## src/rtl/rpt_pkg.sv

```systemverilog
package rpt_pkg;

  typedef enum logic [1:0] {
    ST_INIT   = 2'd0,
    ST_TRANS  = 2'd1,
    ST_STEADY = 2'd2,
    ST_NOPRED = 2'd3
  } rpt_state_e;

endpackage

```

## src/rtl/rpt_fsm.sv

```systemverilog
module rpt_fsm
  import rpt_pkg::*;
(
  input  rpt_state_e cur_state,
  input  logic       stride_match,
  output rpt_state_e nxt_state,
  output logic       relearn
);

  always_comb begin
    nxt_state = cur_state;
    relearn   = 1'b0;
    unique case (cur_state)
      ST_INIT: begin
        nxt_state = stride_match ? ST_STEADY : ST_TRANS;
        relearn   = !stride_match;
      end
      ST_TRANS: begin
        nxt_state = stride_match ? ST_STEADY : ST_NOPRED;
        relearn   = !stride_match;
      end
      ST_STEADY: begin
        nxt_state = stride_match ? ST_STEADY : ST_INIT;
        relearn   = 1'b0;
      end
      ST_NOPRED: begin
        nxt_state = stride_match ? ST_TRANS : ST_NOPRED;
        relearn   = !stride_match;
      end
      default: begin
        nxt_state = ST_NOPRED;
        relearn   = 1'b0;
      end
    endcase
  end

endmodule

```

## src/rtl/rpt_table.sv

```systemverilog
module rpt_table
  import rpt_pkg::*;
#(
  parameter int PC_W   = 16,
  parameter int ADDR_W = 16,
  parameter int IDX_W  = 2
) (
  input  logic              clk,
  input  logic              rst_n,
  input  logic              ref_valid,
  input  logic [PC_W-1:0]   ref_pc,
  input  logic [ADDR_W-1:0] ref_addr,
  output logic              cand_valid,
  output logic [ADDR_W-1:0] cand_addr
);

  localparam int ENTRIES = 1 << IDX_W;

  logic              ent_vld    [ENTRIES];
  logic [PC_W-1:0]   ent_pc     [ENTRIES];
  logic [ADDR_W-1:0] ent_prev   [ENTRIES];
  logic [ADDR_W-1:0] ent_stride [ENTRIES];
  rpt_state_e        ent_state  [ENTRIES];

  logic [IDX_W-1:0]  idx;
  logic              hit;
  logic [ADDR_W-1:0] delta;
  logic              match;
  rpt_state_e        fsm_nxt;
  logic              fsm_relearn;

  rpt_state_e        upd_state;
  logic [ADDR_W-1:0] upd_stride;

  // lookup
  always_comb begin
    idx   = ref_pc[IDX_W-1:0];
    hit   = ent_vld[idx] && (ent_pc[idx] == ref_pc);
    delta = ref_addr - ent_prev[idx];
    match = (delta == ent_stride[idx]);
  end

  rpt_fsm u_fsm (
    .cur_state    (ent_state[idx]),
    .stride_match (match),
    .nxt_state    (fsm_nxt),
    .relearn      (fsm_relearn)
  );

  // next entry contents
  always_comb begin
    if (hit) begin
      upd_state  = fsm_nxt;
      upd_stride = fsm_relearn ? delta : ent_stride[idx];
    end else begin
      upd_state  = ST_INIT;
      upd_stride = '0;
    end
    cand_valid = ref_valid && hit && (fsm_nxt != ST_NOPRED);
    cand_addr  = ref_addr + upd_stride;
  end

  // entry registers
  for (genvar g = 0; g < ENTRIES; g++) begin : g_ent
    logic wr_en;
    assign wr_en = ref_valid && (idx == IDX_W'(g));

    always_ff @(posedge clk or negedge rst_n) begin
      if (!rst_n) begin
        ent_vld[g]    <= 1'b0;
        ent_pc[g]     <= '0;
        ent_prev[g]   <= '0;
        ent_stride[g] <= '0;
        ent_state[g]  <= ST_INIT;
      end else if (wr_en) begin
        ent_vld[g]    <= 1'b1;
        ent_pc[g]     <= ref_pc;
        ent_prev[g]   <= ref_addr;
        ent_stride[g] <= upd_stride;
        ent_state[g]  <= upd_state;
      end
    end
  end

  // a miss leaves the entry in the initial state with a zero stride
  a_r2_alloc_init : assert property (@(posedge clk) disable iff (!rst_n)
    (ref_valid && !hit) |=> (ent_state[$past(idx)] == ST_INIT &&
                             ent_stride[$past(idx)] == '0));

  // a confirmed stride keeps a steady entry steady
  a_r3_steady_holds : assert property (@(posedge clk) disable iff (!rst_n)
    (ref_valid && hit && match && ent_state[idx] == ST_STEADY)
      |=> ent_state[$past(idx)] == ST_STEADY);

  // the stored last address follows every reference
  a_r4_prev_tracks : assert property (@(posedge clk) disable iff (!rst_n)
    ref_valid |=> ent_prev[$past(idx)] == $past(ref_addr));

endmodule

```

## src/rtl/rpt_reqlist.sv

```systemverilog
module rpt_reqlist #(
  parameter int ADDR_W = 16,
  parameter int DEPTH  = 4
) (
  input  logic              clk,
  input  logic              rst_n,
  input  logic              push_valid,
  input  logic [ADDR_W-1:0] push_addr,
  input  logic              miss_busy,
  input  logic              fault,
  input  logic              pf_ready,
  output logic              pf_valid,
  output logic [ADDR_W-1:0] pf_addr
);

  localparam int PTR_W = (DEPTH > 1) ? $clog2(DEPTH) : 1;
  localparam int CNT_W = PTR_W + 1;

  logic [ADDR_W-1:0] slot [DEPTH];
  logic [PTR_W-1:0]  rd_ptr, rd_ptr_n;
  logic [PTR_W-1:0]  wr_ptr, wr_ptr_n;
  logic [CNT_W-1:0]  count, count_n;

  logic [DEPTH-1:0]  same;
  logic              empty, full, dup;
  logic              push, pop, drop;

  // duplicate search over occupied slots
  for (genvar g = 0; g < DEPTH; g++) begin : g_cmp
    logic [PTR_W-1:0] age;
    assign age     = PTR_W'(g) - rd_ptr;
    assign same[g] = ({1'b0, age} < count) && (slot[g] == push_addr);
  end

  always_comb begin
    empty    = (count == '0);
    full     = (count == CNT_W'(DEPTH));
    dup      = |same;
    pf_valid = !empty && !miss_busy && !fault;
    pf_addr  = slot[rd_ptr];
    drop     = !empty && fault;
    pop      = (pf_valid && pf_ready) || drop;
    push     = push_valid && !full && !dup;

    rd_ptr_n = pop  ? rd_ptr + PTR_W'(1) : rd_ptr;
    wr_ptr_n = push ? wr_ptr + PTR_W'(1) : wr_ptr;
    count_n  = count + CNT_W'(push) - CNT_W'(pop);
  end

  always_ff @(posedge clk or negedge rst_n) begin
    if (!rst_n) begin
      rd_ptr <= '0;
      wr_ptr <= '0;
      count  <= '0;
    end else begin
      rd_ptr <= rd_ptr_n;
      wr_ptr <= wr_ptr_n;
      count  <= count_n;
    end
  end

  for (genvar g = 0; g < DEPTH; g++) begin : g_slot
    always_ff @(posedge clk or negedge rst_n) begin
      if (!rst_n) begin
        slot[g] <= '0;
      end else if (push && (wr_ptr == PTR_W'(g))) begin
        slot[g] <= push_addr;
      end
    end
  end

  // occupancy never passes the queue depth
  a_r9_count_bound : assert property (@(posedge clk) disable iff (!rst_n)
    count <= CNT_W'(DEPTH));

  // an accepted entry without a removal grows the queue by one
  a_r9_push_grows : assert property (@(posedge clk) disable iff (!rst_n)
    (push && !pop) |=> count == $past(count) + CNT_W'(1));

  // a stalled offer keeps its address
  a_r6_head_hold : assert property (@(posedge clk) disable iff (!rst_n)
    (pf_valid && !pf_ready) |=> $stable(pf_addr));

endmodule

```

## src/rtl/rpt_prefetcher.sv

```systemverilog
module rpt_prefetcher #(
  parameter int PC_W   = 16,
  parameter int ADDR_W = 16,
  parameter int IDX_W  = 2,
  parameter int DEPTH  = 4
) (
  input  logic              clk,
  input  logic              rst_n,
  input  logic              ref_valid,
  input  logic [PC_W-1:0]   ref_pc,
  input  logic [ADDR_W-1:0] ref_addr,
  input  logic              miss_busy,
  input  logic              pf_fault,
  input  logic              pf_ready,
  output logic              pf_valid,
  output logic [ADDR_W-1:0] pf_addr
);

  logic              cand_valid;
  logic [ADDR_W-1:0] cand_addr;

  rpt_table #(
    .PC_W   (PC_W),
    .ADDR_W (ADDR_W),
    .IDX_W  (IDX_W)
  ) u_table (
    .clk        (clk),
    .rst_n      (rst_n),
    .ref_valid  (ref_valid),
    .ref_pc     (ref_pc),
    .ref_addr   (ref_addr),
    .cand_valid (cand_valid),
    .cand_addr  (cand_addr)
  );

  rpt_reqlist #(
    .ADDR_W (ADDR_W),
    .DEPTH  (DEPTH)
  ) u_list (
    .clk        (clk),
    .rst_n      (rst_n),
    .push_valid (cand_valid),
    .push_addr  (cand_addr),
    .miss_busy  (miss_busy),
    .fault      (pf_fault),
    .pf_ready   (pf_ready),
    .pf_valid   (pf_valid),
    .pf_addr    (pf_addr)
  );

  // the memory port is never offered a prefetch during a demand miss
  a_r7_busy_blocks : assert property (@(posedge clk) disable iff (!rst_n)
    miss_busy |-> !pf_valid);

endmodule

```

## config.mk

```make
export PLATFORM = sky130hd
export DESIGN_NAME = rpt_prefetcher
export DESIGN_NICKNAME = d
export VERILOG_FILES = /design/src/rtl/rpt_pkg.sv /design/src/rtl/rpt_fsm.sv /design/src/rtl/rpt_table.sv /design/src/rtl/rpt_reqlist.sv /design/src/rtl/rpt_prefetcher.sv
export SDC_FILE = /design/constraint.sdc
export NUM_CORES = 1
export LEC_CHECK = 0
export ABC_CLOCK_PERIOD_IN_PS = 19900
export BUFFER_PORTS_ARGS = -buffer_cell sky130_fd_sc_hd__buf_2
export CAP_MARGIN = 25
export CORE_AREA = 3 3 206 208
export CTS_CLUSTER_DIAMETER = 150
export CTS_CLUSTER_SIZE = 14
export DETAILED_ROUTE_END_ITERATION = 8
export DIE_AREA = 0 0 209 211
export PLACE_DENSITY = 0.58
export SETUP_SLACK_MARGIN = 0.02
export SLEW_MARGIN = 10
export SYNTH_ARGS = -nofsm -noshare
export SYNTH_HDL_FRONTEND = slang
export SYNTH_SLANG_ARGS = --single-unit
```

## constraint.sdc

```tcl
create_clock -name clk -period 19.9 [get_ports clk]
set_input_delay 0.995 -clock clk [delete_from_list [all_inputs] [get_ports clk]]
set_output_delay 0.995 -clock clk [all_outputs]
set_load 0.01 [all_outputs]
```

After elaboration in Yosys (flattened, before gate mapping):

Cells that the tools add are included.

* flip-flop bits (word level): 275
* input port bits: 38
* output and inout port bits: 17
* word-level logic and storage cells: 123

* $add $sub $neg: 10
* $lt $le $gt $ge: 6
* equal/unequal tests: 17
* mux-type cells: 27
* bitwise operators: 2
* reductions and logical operators: 34

Operators with widths (count)
* $mux W16: 10
* $bmux W16 S2: 4
* $eq A16 B16 Y1: 6
* $logic_and A1 B1 Y1: 21
* $add A16 B16 Y16: 1
* $sub A16 B16 Y16: 1
* $eq A2 B2 Y1 const B: 6
* $lt A2 B3 Y1: 4
* $mux W2: 6
* $pmux W2 S4: 1
* $eq A2 B1 Y1 const B: 3
* $ge A3 B3 Y1 const B: 2
* $logic_not A1 Y1: 6
* $logic_not A2 Y1: 3
* $not A2 Y3: 2
* $add A2 B1 Y2 const B: 2
* $bmux W2 S2: 1
* $reduce_or A4 Y1: 1
* $sub A1 B2 Y2 const A: 2
* $sub A2 B2 Y2 const A: 2
* $add A3 B1 Y3: 1
* $eq A3 B3 Y1 const B: 1
* $logic_not A3 Y1: 1
* $mux W1: 3
* 6 further kinds: 6

Longest topological paths before layout:

Gate-level depths: netlist of run 1.

* depth in word-level cells: 18
* mapped depth: 40
* depth with buffers taken out: 32

Hierarchy:

Synthesis of run 1 repeated with hierarchy kept, for this count alone.

* cells, all modules: 1345
* area total of the unflattened synthesis: 15595.0 um^2

By module, submodules not included
* rpt_table: times used 1, cells an instance 1021, area each 11110.7 um^2, sequential area each 5104.9 um^2
* rpt_reqlist: times used 1, cells an instance 318, area each 4453.0 um^2, sequential area each 1776.7 um^2
* rpt_fsm: times used 1, cells an instance 6, area each 31.3 um^2, sequential area each 0.0 um^2

Least setup slack after synthesis of run 1:

No wires, ideal clock.

* path kind: input-to-reg
* from: input ref_pc[0]
* to: register u_list.slot[13] (netlist bit)
* setup time: 125 ps
* arrival: 9870 ps
* required time: 19775 ps
* slack: 9904 ps
* cell stages on the path: 36
* path buffers: 8
* cells stage by stage: buf_4 -> buf_6 -> buf_2 -> buf_1 -> buf_1 -> mux4_2 -> ha_1 -> fa_1 -> nor2b_1 -> o21ai_2 -> and2_1 -> xnor3_1 -> nor4_1 -> nand4_1 -> nor4b_2 -> a21boi_0 -> clkbuf_1 -> mux2i_1 -> nand2_1 -> inv_1 -> ha_1 -> inv_1 -> fa_1 -> nand2b_1 -> a21oi_1 -> clkbuf_1 -> o211ai_1 -> o211ai_4 -> xnor2_1 -> nor3_1 -> and4_1 -> or4_4 -> or4_1 -> mux2i_4 -> buf_6 -> mux2_4

* word-level cells in the longest chain between the ends: 17
* elaborated cells between the ends (all ways): 51
* those cells by class: 2 x add/sub; 10 x eq/ne; 23 x mux; 1 x bitwise; 15 x reduce/logical

Ends and longest elaborated chain
* from (decl): RTL line rpt_prefetcher.sv:10 `input logic [PC_W-1:0] ref_pc,`
* $not A2 Y3 (implied by the code)
* $bmux W16 S2: RTL line rpt_table.sv:39 `delta = ref_addr - ent_prev[idx];`
* $mux W16 (implied by the code) (2 in a row): RTL line rpt_table.sv:39
* $sub A16 B16 Y16: RTL line rpt_table.sv:39
* $eq A16 B16 Y1: RTL line rpt_table.sv:40 `match = (delta == ent_stride[idx]);`
* $logic_not A1 Y1: RTL line rpt_fsm.sv:16, rpt_fsm.sv:20, rpt_fsm.sv:28
* $pmux W1 S2: RTL line rpt_fsm.sv:13 `unique case (cur_state)`
* $mux W16: RTL line rpt_table.sv:54 `upd_stride = fsm_relearn ? delta : ent_stride[idx];`
* $mux W16 (*): RTL line rpt_table.sv:52 `if (hit) begin`
* named net u_table.upd_stride[0]: RTL line rpt_table.sv:33 `logic [ADDR_W-1:0] upd_stride;`
* $add A16 B16 Y16 (*): RTL line rpt_table.sv:60 `cand_addr = ref_addr + upd_stride;`
* $eq A16 B16 Y1: RTL line rpt_reqlist.sv:32 `assign same[g] = ({1'b0, age} < count) && (slot[g] == push_addr);`
* $logic_and A1 B1 Y1: RTL line rpt_reqlist.sv:32
* $reduce_or A4 Y1: RTL line rpt_reqlist.sv:38 `dup = |same;`
* $logic_not A1 Y1: RTL line rpt_reqlist.sv:43 `push = push_valid && !full && !dup;`
* $logic_and A1 B1 Y1: RTL line rpt_reqlist.sv:43
* $logic_and A1 B1 Y1: RTL line rpt_reqlist.sv:66 `end else if (push && (wr_ptr == PTR_W'(g))) begin`
* to (signal, indexed assignment): RTL line rpt_reqlist.sv:67 `slot[g] <= push_addr;`
* to (decl): RTL line rpt_reqlist.sv:19 `logic [ADDR_W-1:0] slot [DEPTH];`

The timed path passes the listed nets; every way through them passes the cells marked *. The select of a mux whose other input is x is not followed.
A chain may end at the register's enable or synchronous reset.

Worst setup path after layout of run 1:

* from: input ref_pc[0]
* to: register u_list.slot[2] (netlist bit)

* word-level cells in the longest chain between the ends: 17
* elaborated cells between the ends (all ways): 51
* those cells by class: 2 x add/sub; 10 x eq/ne; 23 x mux; 1 x bitwise; 15 x reduce/logical

Ends and longest elaborated chain (RTL line)
* $not A2 Y3 (implied by the code)
* $bmux W16 S2: rpt_table.sv:39
* $mux W16 (implied by the code) (2 in a row): rpt_table.sv:39
* $sub A16 B16 Y16: rpt_table.sv:39
* $eq A16 B16 Y1: rpt_table.sv:40
* $logic_not A1 Y1: rpt_fsm.sv:16, rpt_fsm.sv:20, rpt_fsm.sv:28
* $pmux W1 S2: rpt_fsm.sv:13
* $mux W16: rpt_table.sv:54
* $mux W16 (*): rpt_table.sv:52
* named net u_table.upd_stride[6]: rpt_table.sv:33
* $add A16 B16 Y16 (*): rpt_table.sv:60
* $eq A16 B16 Y1: rpt_reqlist.sv:32
* $logic_and A1 B1 Y1: rpt_reqlist.sv:32
* $reduce_or A4 Y1 (*): rpt_reqlist.sv:38
* $logic_not A1 Y1 (*): rpt_reqlist.sv:43
* $logic_and A1 B1 Y1 (*): rpt_reqlist.sv:43
* $logic_and A1 B1 Y1 (*): rpt_reqlist.sv:66

Marks and branches as above.

==> results.ini, run 1 <==
[outcome]
status=finished, final reports clean

[grt]
antenna_found_initial=1
use_met1_pct=26.17
grt-busiest-layer=met2
track_usage_pct=17.88
grt_pass1_vias=11330
grt_overflow=0
grt_start_max_net_pins=84
grt_pass1_wl_um=63470
use_met2_pct=28.47
met3_usage_pct=2.703

[cells_and_area]
nets=1596
syn_to_final_growth_pct=8.367
layout_commonest_cell=dfrtp_1
fin_util_pct=43.16
diodes=0
final_cell_mix=dfrtp_1, nand2_1, mux2_2, o21ai_0, inv_1
drive_above_1_share_pct=21.31
final_cell_area_um2=17580
fill_cells=3865

[yosys]
synth_top_family_by_area=multiplexers
synth_edf_count=0
synth_cell_types=79
synth_nets=1579
synth_fa_ha_area_share_pct=3.763
synth_warnings=0
syn_avg_cell_area_um2=10.86
syn_area_um2=16230
synth-seq-cells=275
async_flop_share_pct=100.0
synth_xor_area_share_pct=7.064
synthCells=1494
ys_seq_area_share_pct=42.41
muxShareOfSynthArea_pct=20.76
yosys.area_share.simple_pct=12.18
synthFlopType=dfrtp_1
synth_compound_area_share_pct=9.523

[clock_network]
root_buffer=clkbuf_16
htreeDepth=1
cts_sinks=275
cts_tree=done
clock_latency_ps=560
post_cts_buffers=0
clk_pin_slew_ps=70
cts_resized=0
clk_path_buf_depth=3
cts_hold_buf=0
numCtsBuffers=23

[worst_setup_path]
worst_path_dominant_cell_family=simple AND/OR/NAND/NOR gates
cp_max_fo=31
r2r_cells=27
critPathLaunchType=input pin
path_buf_inv=4
r2r_setup_slack_ps=10840
arrival_ps=10680
r2r-start=u_table.ent_prev[0]$_DFFE_PN0P_
cp.depth=29
timing.rr.end=u_list.slot[2]$_DFFE_PN0P_
cpPeakStageDelay_ps=760
cpMostUsedCell=buf_4
worstSetupEndpointType=register
crit_slowest_cell=ha_1
path_class=input pin to register
worstPathRequired_ps=20330

[drt]
wl_per_cell_um=19.24
drt_wl_total_um=39300
viasPerCell=5.480
route.detailed.drc=0
ant_nets=0
firstDrtPassIters=5
vias=11200
drtIter0Drc=803

[die]
die-height_um=211
rows=74
design.die.area_um2=44100
initial_core_util_pct=39.83
dieWidth_um=209
num_io_pins=55
core_um2=40740

[placed_design]
numPortBuffers=54
dpl.hpwl_um=27540
gp_congestion=0.9007
postPlaceCellArea_um2=16950

[timing]
skew_ps=21.36
maxSlewHeadroom_pct=29.26
finalHoldViolations=0
finalCritPeriodShare_pct=51.54
worst_slew_pin_slew_ps=1061
period_minus_slack_ps=10260
slew_violations=0
fmax_ghz=0.09750
setup_tns_ps=0
grt_setup_unrepaired=false
setup_viol=0

[min_path]
hp-class=input pin to async pin

[flow_run]
maxCapViolCount=0

[power]
p_leak_nw=7.704
power_density_nw_per_um2=80.53
p_total_mw=1.416
irDropWorstVdd_mv=0.06494

## worst max-delay path by stage
stage | from | endpoint | slack (ps)
3_5_place_dp | ref_pc[0] | u_list.slot[25]$_DFFE_PN0P_ | 8900
3_3_place_gp | ref_pc[0] | u_list.slot[52]$_DFFE_PN0P_ | 9070
2_1_floorplan | ref_pc[0] | u_list.slot[13]$_DFFE_PN0P_ | 9900
6_report | ref_pc[0] | u_list.slot[2]$_DFFE_PN0P_ | 9640
4_1_cts | ref_pc[0] | u_list.slot[25]$_DFFE_PN0P_ | 9500
5_1_grt | ref_pc[0] | u_list.slot[19]$_DFFE_PN0P_ | 8970
## cells by family (layout without fill, tap and decap cells)
logic type | Yosys count | count (layout)
xor+xnor | 115 | 115
fa+ha+maj | 47 | 47
flops | 275 | 275
simple gates | 406 | 406
compound gates | 244 | 244
buf+inv | 168 | 185
mux | 239 | 239
## layout make-up
type	instances	area, um^2	area share (%)
Clock buffer	23	575.6	3.273
Multi-Input combinational cell	1051	8665	49.28
Sequential cell	275	6882	39.14
Tap cell	532	665.6	3.786
Inverter	88	330.3	1.879
Timing Repair Buffer	72	437.9	2.491
Clock inverter	2	27.53	0.1566
## sequential cells by signal (all words and copies together), names as in the netlist
name	flops
u_table.ent_vld	4
u_list.wr_ptr	2
u_list.rd_ptr	2
u_list.slot	64
u_list.count	3
u_table.ent_prev	64
u_table.ent_state	8
u_table.ent_pc	64
u_table.ent_stride	64
## power by group
part	switching, mW	leakage (nW)	internal (mW)
clock	0.205	0.293	0.207
combinational	0.188	4.04	0.170
sequential	0.0371	3.37	0.609
total	0.430	7.70	0.986
## synth_stat cells (5+ instances only)
cell type | n | area [um^2]
a2111oi_0 | 7 | 61.31
a211oi_1 | 13 | 97.59
a21o_1 | 15 | 112.6
a21oi_1 | 37 | 185.2
and2_1 | 7 | 43.79
and3_1 | 8 | 50.05
buf_1 | 8 | 30.03
buf_2 | 11 | 55.05
buf_6 | 5 | 56.30
clkbuf_1 | 52 | 195.2
dfrtp_1 | 275 | 6882
ha_1 | 44 | 550.5
inv_1 | 88 | 330.3
mux2_2 | 124 | 1396
mux2i_1 | 47 | 470.5
mux4_2 | 60 | 1351
nand2_1 | 216 | 810.8
nand2b_1 | 17 | 106.4
nand3_1 | 21 | 105.1
nand3b_1 | 5 | 37.54
nand4_1 | 15 | 93.84
nor2_1 | 36 | 135.1
nor2b_1 | 10 | 62.56
nor3_1 | 14 | 70.07
nor3b_1 | 5 | 37.54
nor4_1 | 11 | 68.82
o2111ai_1 | 5 | 43.79
o211ai_1 | 9 | 67.56
o21ai_0 | 115 | 575.6
or2_2 | 5 | 31.28
or4_1 | 9 | 67.56
xnor2_1 | 87 | 762.0
xnor3_1 | 9 | 202.7
xor2_1 | 17 | 148.9
## through the flow
step           hold WS (ps)  instances  worst slack [ps]
2_1_floorplan         434.6       1494              9904
3_3_place_gp          449.4       2016              9074
5_1_grt               406.1       2043              8974
3_5_place_dp          452.3       2016              8902
6_report              383.6       2043              9644
4_1_cts               388.2       2041              9499
## worst reg2reg max path: stages, from the launching register on
cell      delay, ps
dfrtp_1         380
mux4_2          500
ha_1            220
fa_1            430
nor2b_1         200
o21ai_2         140
and2_1          190
xnor3_1         190
nor4_1          330
nand4_1         200
nor4b_2         370
a21boi_1        190
buf_4           220
mux2_2          270
nand2_1         220
inv_1            70
ha_1            760
o211ai_1        260
a21oi_1         340
a21oi_1         220
xnor2_1         590
xor2_1          190
nor3_1           90
and4_1          180
or4_4           540
or4_1           480
mux2i_4         730
mux2_2          420
## routing by layer
layer	up-vias	part of all wire [%]	wire length, um
li1	5307	-	-
met3	48	4.0	1570
met4	2	2.1	806
met5	-	0.018	7
met2	199	46	18070
met1	5640	48	18850
(Power assumes the default switching activity.)
==> run 2, diff against run 1 <==
ABC_CLOCK_PERIOD_IN_PS = 9000   (was 19900)
PLACE_DENSITY = 0.6   (was 0.58)
clock period = 9 ns   (was 19.9 ns; I/O delays follow)
==> run 2 against run 1 <==
The flow now finishes with violations (negative hold slack). Via count up 0.72%. Clock skew shrank 8.8 ps. First-iteration DRC count is 15% lower. Clock-buffer cell count unchanged. Sequential power rose by 120%. Sequential share of layout area down 0.59 points. Combinational power grew 130%. Core utilization grew 0.66 points. Power increased by 120%. Critical endpoint is now u_list.slot[25]$_DFFE_PN0P_.
==> results.ini, run 2 (synthesis results as in run 1) <==
[flow_run]
maxCapViolCount=0

[clock_network]
clk_pin_slew_ps=70
root_buffer=clkbuf_16
htreeDepth=1
clock_latency_ps=550
cts_sinks=275
numCtsBuffers=23
cts_hold_buf=0
cts_tree=done
clk_path_buf_depth=3

[cells_and_area]
fin_util_pct=43.82
syn_to_final_growth_pct=10.03
layout_commonest_cell=dfrtp_1
nets=1625
final_cell_mix=dfrtp_1, nand2_1, mux2_2, o21ai_0, inv_1
final_cells=2072
final_cell_area_um2=17850
diodes=0
drive_above_1_share_pct=23.05

[worst_setup_path]
path_class=register to register
cpPeakStageDelay_ps=560
crit_slowest_cell=or4_4
critPathLaunchType=register
cp_max_fo=14
worstPathRequired_ps=9430
worst_path_dominant_cell_family=simple AND/OR/NAND/NOR gates
arrival_ps=8830
path_buf_inv=4
worstSetupEndpointType=register

[power]
power_density_nw_per_um2=176.6
seqPwrFrac_pct=45.3
switching_share_pct=30.51
irDropWorstVdd_mv=0.1560
p_leak_nw=7.862
clkPwrFrac_pct=28.9
p_sw_mw=0.9621
p_int_mw=2.192
comb_power_share_pct=25.8

[drt]
route.detailed.drc=0
drt_wl_total_um=39190
vias=11280
drtIter0Drc=684
wl_per_cell_um=18.91
viasPerCell=5.443
firstDrtPassIters=5
ant_nets=0

[grt]
grt_pass1_vias=11590
antenna_found_initial=0
track_usage_pct=17.96
grt_start_max_net_pins=159
grt_overflow=0
grt_pass1_wl_um=64250

[die]
design.die.area_um2=44100
core_um2=40740
num_io_pins=55
rows=74
die-height_um=211
initial_core_util_pct=39.83
dieWidth_um=209

[timing]
fmax_ghz=0.1190
period_minus_slack_ps=8401
worst_slew_pin_slew_ps=1011
maxSlewHeadroom_pct=32.60
grt_setup_unrepaired=false
finalHoldViolations=25
setup_slack_ps=598.7
setup_viol=0
holdWs_ps=-48.66
finalCritPeriodShare_pct=93.35
slew_violations=0
skew_ps=12.54

[placed_design]
place_inst=2046
place_ws_ps=-180.1
postPlaceCellArea_um2=17210
dpl.hpwl_um=27810
numPortBuffers=54
gp_congestion=0.8714

[min_path]
hp-class=input pin to async pin

[outcome]
status=complete, but fails checks
failed_checks=negative hold slack

run 2: cell count changes in the layout (fill, tap and decap cells not counted), moves of 3 or more:
| cell | previous run | this run |
|---|---|---|
| nor4_2 | 0 | 3 |
| nor4_1 | 11 | 8 |
| buf_12 | 0 | 4 |
| buf_4 | 18 | 44 |
run 2: power groups by stage:
stage / registers [mW] / logic (mW) / clock network [mW]
6_report: 1.43 / 0.814 / 0.912
5_1_grt: 1.44 / 0.902 / 0.997
4_1_cts: 1.43 / 0.816 / 0.948
3_5_place_dp: 1.45 / 0.813 / 0
3_3_place_gp: 1.45 / 0.803 / 0
2_1_floorplan: 1.41 / 0.628 / 0
run 2: final timing paths:
kind,startpoint,to,slack [ps],cells past startpoint
worst max-delay path,u_table.ent_prev[0]$_DFFE_PN0P_,u_list.slot[25]$_DFFE_PN0P_,600,30
worst min-delay path,rst_n,u_list.slot[46]$_DFFE_PN0P_,-50,1
worst max register to register,u_table.ent_prev[0]$_DFFE_PN0P_,u_list.slot[25]$_DFFE_PN0P_,600,30
worst min register to register,u_table.ent_pc[0]$_DFFE_PN0P_,u_table.ent_pc[0]$_DFFE_PN0P_,470,1
max in group asynchronous,rst_n,u_table.ent_vld[2]$_DFFE_PN0P_,7610,2
min in group clk,ref_pc[12],u_table.ent_pc[60]$_DFFE_PN0P_,160,3
run 2: layer usage:
metal  global-route usage (%)  wire, um  part of all wire [%]  up-vias
met5                        0         0                     0        -
met4                    4.273       861                   2.2        0
met3                    2.659      1420                   3.6       54
met2                    28.37     17850                    46      196
met1                    26.34     19060                    49     5657
li1                         -         -                     -     5370
run 2: area by class of cell:
cell class	count	area, um^2
inverter	88	330.3
fill	3907	22890
clock buffer	23	575.6
sequential	275	6882
tap	532	665.6
timing repair buffer	101	685.7
multi-input combinational	1051	8687
clock inverter	2	27.53
run 2: stage by stage:
step	total power [mW]	TNS [ps]	hold WS [ps]
floorplan	2.035	0	154.4
global placement	2.251	-307.3	449.3
detailed placement	2.263	-876.1	453.8
CTS	3.191	0	18.22
global route	3.340	0	27.01
finish	3.154	0	-48.66
run 2: timing repair:
action                     CTS  global route
setup endpoints to repair    0            33
buffers inserted             0             0
resized for setup            0             4
